<file path="src/rtl/paged_pc_pkg.sv">
package paged_pc_pkg;

    localparam int unsigned PC_W_DEF   = 12;
    localparam int unsigned PAGE_W_DEF = 8;

    typedef enum logic [1:0] {
        SRC_HOLD    = 2'd0,
        SRC_STEP    = 2'd1,
        SRC_JUMP    = 2'd2,
        SRC_RESTORE = 2'd3
    } pc_src_e;

endpackage

</file>
<file path="src/rtl/pc_src_arbiter.sv">
module pc_src_arbiter
    import paged_pc_pkg::*;
(
    input  logic    step_i,
    input  logic    jump_i,
    input  logic    restore_i,
    output pc_src_e src_o
);
    // restore beats jump, jump beats step
    always_comb begin
        if (restore_i)   src_o = SRC_RESTORE;
        else if (jump_i) src_o = SRC_JUMP;
        else if (step_i) src_o = SRC_STEP;
        else             src_o = SRC_HOLD;
    end
endmodule

</file>
<file path="src/rtl/pc_page_step.sv">
module pc_page_step #(
    parameter int unsigned ADDR_W = 12,
    parameter int unsigned PAGE_W = 8
) (
    input  logic [ADDR_W-1:0] pc_i,
    output logic [ADDR_W-1:0] pc_o
);
    logic [PAGE_W-1:0] low_next;

    assign low_next = pc_i[PAGE_W-1:0] + {{(PAGE_W-1){1'b0}}, 1'b1};

    generate
        if (PAGE_W >= ADDR_W) begin : g_flat
            assign pc_o = low_next[ADDR_W-1:0];
        end else begin : g_paged
            // the page field is carried through untouched
            assign pc_o = {pc_i[ADDR_W-1:PAGE_W], low_next};
        end
    endgenerate
endmodule

</file>
<file path="src/rtl/pc_bank_flag.sv">
module pc_bank_flag (
    input  logic flag_q_i,
    input  logic set_i,
    input  logic clr_i,
    output logic flag_d_o
);
    // clear has priority over set
    always_comb begin
        if (clr_i)      flag_d_o = 1'b0;
        else if (set_i) flag_d_o = 1'b1;
        else            flag_d_o = flag_q_i;
    end
endmodule

</file>
<file path="src/rtl/paged_pc.sv">
module paged_pc
    import paged_pc_pkg::*;
#(
    parameter int unsigned ADDR_W = PC_W_DEF,
    parameter int unsigned PAGE_W = PAGE_W_DEF
) (
    input  logic              clk_i,
    input  logic              rst_ni,
    input  logic              step_i,
    input  logic              jump_i,
    input  logic [ADDR_W-2:0] jump_tgt_i,
    input  logic              bank_set_i,
    input  logic              bank_clr_i,
    input  logic              restore_i,
    input  logic [ADDR_W-1:0] restore_pc_i,
    output logic [ADDR_W-1:0] pc_o
);
    localparam int unsigned TGT_W = ADDR_W - 1;

    typedef struct packed {
        logic [ADDR_W-1:0] pc;
        logic              bank_flag;
    } pc_state_t;

    pc_state_t state_d, state_q;

    pc_src_e           src;
    logic [ADDR_W-1:0] pc_stepped;
    logic              flag_next;
    logic              bank_flag_w;

    pc_src_arbiter u_arb (
        .step_i    (step_i),
        .jump_i    (jump_i),
        .restore_i (restore_i),
        .src_o     (src)
    );

    pc_page_step #(
        .ADDR_W (ADDR_W),
        .PAGE_W (PAGE_W)
    ) u_step (
        .pc_i (state_q.pc),
        .pc_o (pc_stepped)
    );

    pc_bank_flag u_flag (
        .flag_q_i (state_q.bank_flag),
        .set_i    (bank_set_i),
        .clr_i    (bank_clr_i),
        .flag_d_o (flag_next)
    );

    always_comb begin
        state_d           = state_q;
        state_d.bank_flag = flag_next;
        unique case (src)
            SRC_RESTORE: state_d.pc = restore_pc_i;
            // a jump takes the flag as held before this cycle
            SRC_JUMP:    state_d.pc = {state_q.bank_flag, jump_tgt_i[TGT_W-1:0]};
            SRC_STEP:    state_d.pc = pc_stepped;
            default:     state_d.pc = state_q.pc;
        endcase
    end

    always_ff @(posedge clk_i) begin
        if (!rst_ni) begin
            state_q <= '0;
        end else begin
            state_q <= state_d;
        end
    end

    assign pc_o        = state_q.pc;
    assign bank_flag_w = state_q.bank_flag;

endmodule

</file>
<file path="config.mk">
export PLATFORM = sky130hd
export DESIGN_NAME = paged_pc
export DESIGN_NICKNAME = d
export VERILOG_FILES = /design/src/rtl/paged_pc_pkg.sv /design/src/rtl/pc_src_arbiter.sv /design/src/rtl/pc_page_step.sv /design/src/rtl/pc_bank_flag.sv /design/src/rtl/paged_pc.sv
export SDC_FILE = /design/constraint.sdc
export NUM_CORES = 1
export LEC_CHECK = 0
export BUFFER_PORTS_ARGS = -buffer_cell sky130_fd_sc_hd__clkbuf_2
export CAP_MARGIN = 20
export CORE_MARGIN = 8
export CORE_UTILIZATION = 40
export DETAILED_ROUTE_END_ITERATION = 7
export GPL_ROUTABILITY_DRIVEN = 1
export PLACE_DENSITY = 0.8
export SLEW_MARGIN = 20
export SYNTH_ARGS = -nofsm -noshare
export SYNTH_HDL_FRONTEND = slang
export SYNTH_SLANG_ARGS = --single-unit
</file>
<file path="constraint.sdc">
create_clock -name clk_i -period 1.7 [get_ports clk_i]
set_clock_uncertainty 0.1 [all_clocks]
set_input_delay 0.17 -clock clk_i [delete_from_list [all_inputs] [get_ports clk_i]]
set_output_delay 0.17 -clock clk_i [all_outputs]
set_load 0.02 [all_outputs]
</file>
==> results by group <==
Run status
  • Status: finished clean

Placed design
  • GP Congestion: 0.841
  • DP HPWL: 2.04 mm
  • Pre-CTS setup slack: -0.138 ns
  • IO Port Bufs: 41

Power
  • Leak: 0.573 nW
  • Total power: 0.000809 W
  • Power per cell area: 688 nW/um^2
  • VDD IR-drop max: 0.419 mV

Synthesis
  • Syn_nets: 141
  • Synthesized area per cell: 7.79 um^2
  • Synth warn: 0
  • Distinct cells, synth: 32
  • Post-synthesis cell count: 107
  • Synth Cell Area: 833 um^2
  • Seq/Total Area, Yosys: 31.2%
  • Synthesized flop and latch total: 13

Timing
  • Pins Over Slew Limit: 0
  • Relative slew slack: 73.0%
  • Final Hold Fails: 0
  • Unrepaired setup endpoints after global routing: false
  • Max Freq: 0.660 GHz
  • Clock period minus worst slack: 1.52 ns
  • Final setup viols: 0
  • Final critical-path setup slack: 0.184 ns
  • Sum of negative setup slack: 0 ns
  • Crit share post-route: 89.2%
  • Worst-Margin Slew: 0.395 ns

Die
  • Starting Density: 42.5%
  • Rows: 16
  • Io pins: 42
  • Core box area: 1960 um^2
  • Vert. Die Dim: 61.6 um
  • Die Width: 61.6 um
  • DIE AREA: 3800 um^2

Worst setup path
  • Largest delay contributor family on the critical path: simple AND/OR/NAND/NOR gates
  • CP arrival: 1.62 ns
  • Critical-path cell list: ha_1 -> nand3_1 -> nor4_2 -> o21ai_0 -> a21boi_0
  • Crit path capture type: flop
  • R2r worst-path depth: 5
  • Cell count along the critical path: 5
  • CP max stage delay: 0.40 ns
  • CP bufs+invs: 0
  • Crit-path slowest cell: dfxtp_1
  • Crit path kind: reg -> reg
  • WP data required: 1.80 ns
  • Crit Path Max Fanout: 5
  • Crit path launch type: flop

Global routing
  • Largest net degree at the start of global routing: 15
  • Global Route Usage Sum: 14.1%
  • Vias in the first global route: 987
  • Gr ovfl total: 0
  • First-pass GRT wire length: 4.14 mm
  • Initial antenna violation count: 0

Clocking
  • CTS buffer count: 3
  • Clk buf depth: 2
  • TritonCTS clock tree: done
  • # Post-CTS Setup Buffers: 0
  • Clock transition at path regs: 0.08 ns
  • Depth of the CTS H-tree: 1
  • Clk sinks: 13
  • Root Buffer: clkbuf_4
  • Worst-Skew Late Latency: 0.28 ns

Route
  • ANT nets after route: 0
  • Drt drc: 0
  • Post-DR vias/cell: 5.49
  • DR WL/cell: 13.8 um
  • DRT Wirelength: 2.56 mm
  • Vias: 1016
  • DRT Pass-1 Iters: 4
  • Initial DRC count: 32

Finish
  • Area Growth Syn to Fin: 41.0%
  • Ant diodes: 0
  • Share of cells above drive strength 1: 38.6%
  • Final nets: 193
  • Final Util: 59.9%

Run
  • Max-cap violations: 0

Min path
  • Path type of the worst min-delay path: in -> reg
  • WHS Path Cells: 3
[per-stage QoR]
stage	cells	instance area [um^2]	hold WS (ns)
2_1_floorplan	107	833	0.146
3_3_place_gp	180	1120	0.234
6_report	185	1170	0.0466
3_5_place_dp	180	1120	0.243
4_1_cts	185	1160	0.0396
5_1_grt	185	1170	0.0754
[cell families (layout without fill, tap and decap cells)]
logic type,Yosys count,after routing,share of synthesized area (%)
AND/OR/NAND/NOR,45,45,27.5
AO/OA/AOI/OAI,33,33,28.8
flip-flops,13,13,31.2
buffers and inverters,12,63,6.46
adder cells (fa/ha/maj),4,4,6.01
[worst paths after layout]
path                              endpoint             startpoint  slack (ns)
setup / recovery      pc_o[6]$_SDFFE_PN0P_   pc_o[0]$_SDFFE_PN0P_        0.18
hold / removal    bank_flag_w$_SDFFE_PP0P_             bank_set_i        0.05
setup reg to reg      pc_o[6]$_SDFFE_PN0P_   pc_o[0]$_SDFFE_PN0P_        0.18
hold reg to reg      pc_o[10]$_SDFFE_PN0P_  pc_o[10]$_SDFFE_PN0P_        0.41
[per-layer routing]
layer  routed length (um)  track usage (%)  vias to the layer above
li1                     -                -                      499
met1                 1040             16.0                      476
met2                 1320             25.1                       37
met3                  184             4.59                        4
met4                   14             2.60                        0
met5                    0                0                        -
[where the power goes]
part           internal (W)  switching (W)  leakage, nW
sequential         0.000331      0.0000257        0.107
clock             0.0000910       0.000102       0.0150
combinational      0.000122       0.000137        0.451
[placed cells by master, fill, tap and decap left out, types with 4 or more instances in the layout]
master    Yosys  final
nand2_1       9      9
nand2b_1      4      4
clkbuf_2      0     41
buf_4         1     11
nand3_1      13     13
o211a_1       4      4
inv_1         5      5
nor2_1        6      5
o21ai_0       9      8
dfxtp_1      13     13
[cell usage after synthesis]
library cell | instances | share of area (%)
nor2_1 | 6 | 2.7
clkbuf_1 | 1 | 0.45
and3_1 | 2 | 1.5
nand2b_1 | 4 | 3.0
buf_4 | 1 | 0.90
inv_1 | 5 | 2.3
nand2_1 | 9 | 4.1
o21ai_0 | 9 | 5.4
clkinv_1 | 1 | 0.45
dfxtp_1 | 13 | 31
and2b_1 | 1 | 0.90
o21ba_2 | 1 | 1.2
a2111oi_0 | 2 | 2.1
nor3_1 | 3 | 1.8
nor4b_1 | 1 | 1.1
o311a_1 | 1 | 1.2
o211ai_1 | 2 | 1.8
a311oi_1 | 3 | 3.2
a211oi_1 | 1 | 0.90
a21oi_1 | 1 | 0.60
a21boi_0 | 2 | 1.8
nand3_1 | 13 | 7.8
a22oi_1 | 2 | 1.8
nor4_1 | 2 | 1.5
o22ai_1 | 2 | 1.5
nor2b_1 | 3 | 2.3
a31oi_1 | 2 | 1.5
buf_2 | 4 | 2.4
a31o_2 | 1 | 1.1
ha_1 | 4 | 6.0
o211a_1 | 4 | 4.8
nor3b_1 | 1 | 0.90
[state kept, by name, indices dropped and copies added (netlist names)]
register	count
bank_flag_w	1
pc_o	12
[worst min-delay path: stages]
cell and delay, ns:
clkbuf_2 0.08, nor2_1 0.08, nor3b_1 0.05
[what timing repair did]
item                                    in CTS  in global routing
endpoints found under the setup margin       0                  4
gates resized for setup                      0                  5
hold endpoints to repair                     1                  0
hold buffers                                 1                  0
[layout make-up]
cell class | instances | area [um^2]
timing repair buffer | 53 | 298
multi-input combinational | 82 | 534
inverter | 6 | 22.5
tap | 27 | 33.8
fill | 208 | 787
sequential | 13 | 260
clock buffer | 4 | 26.3
Power figures use the tool's default switching activity.
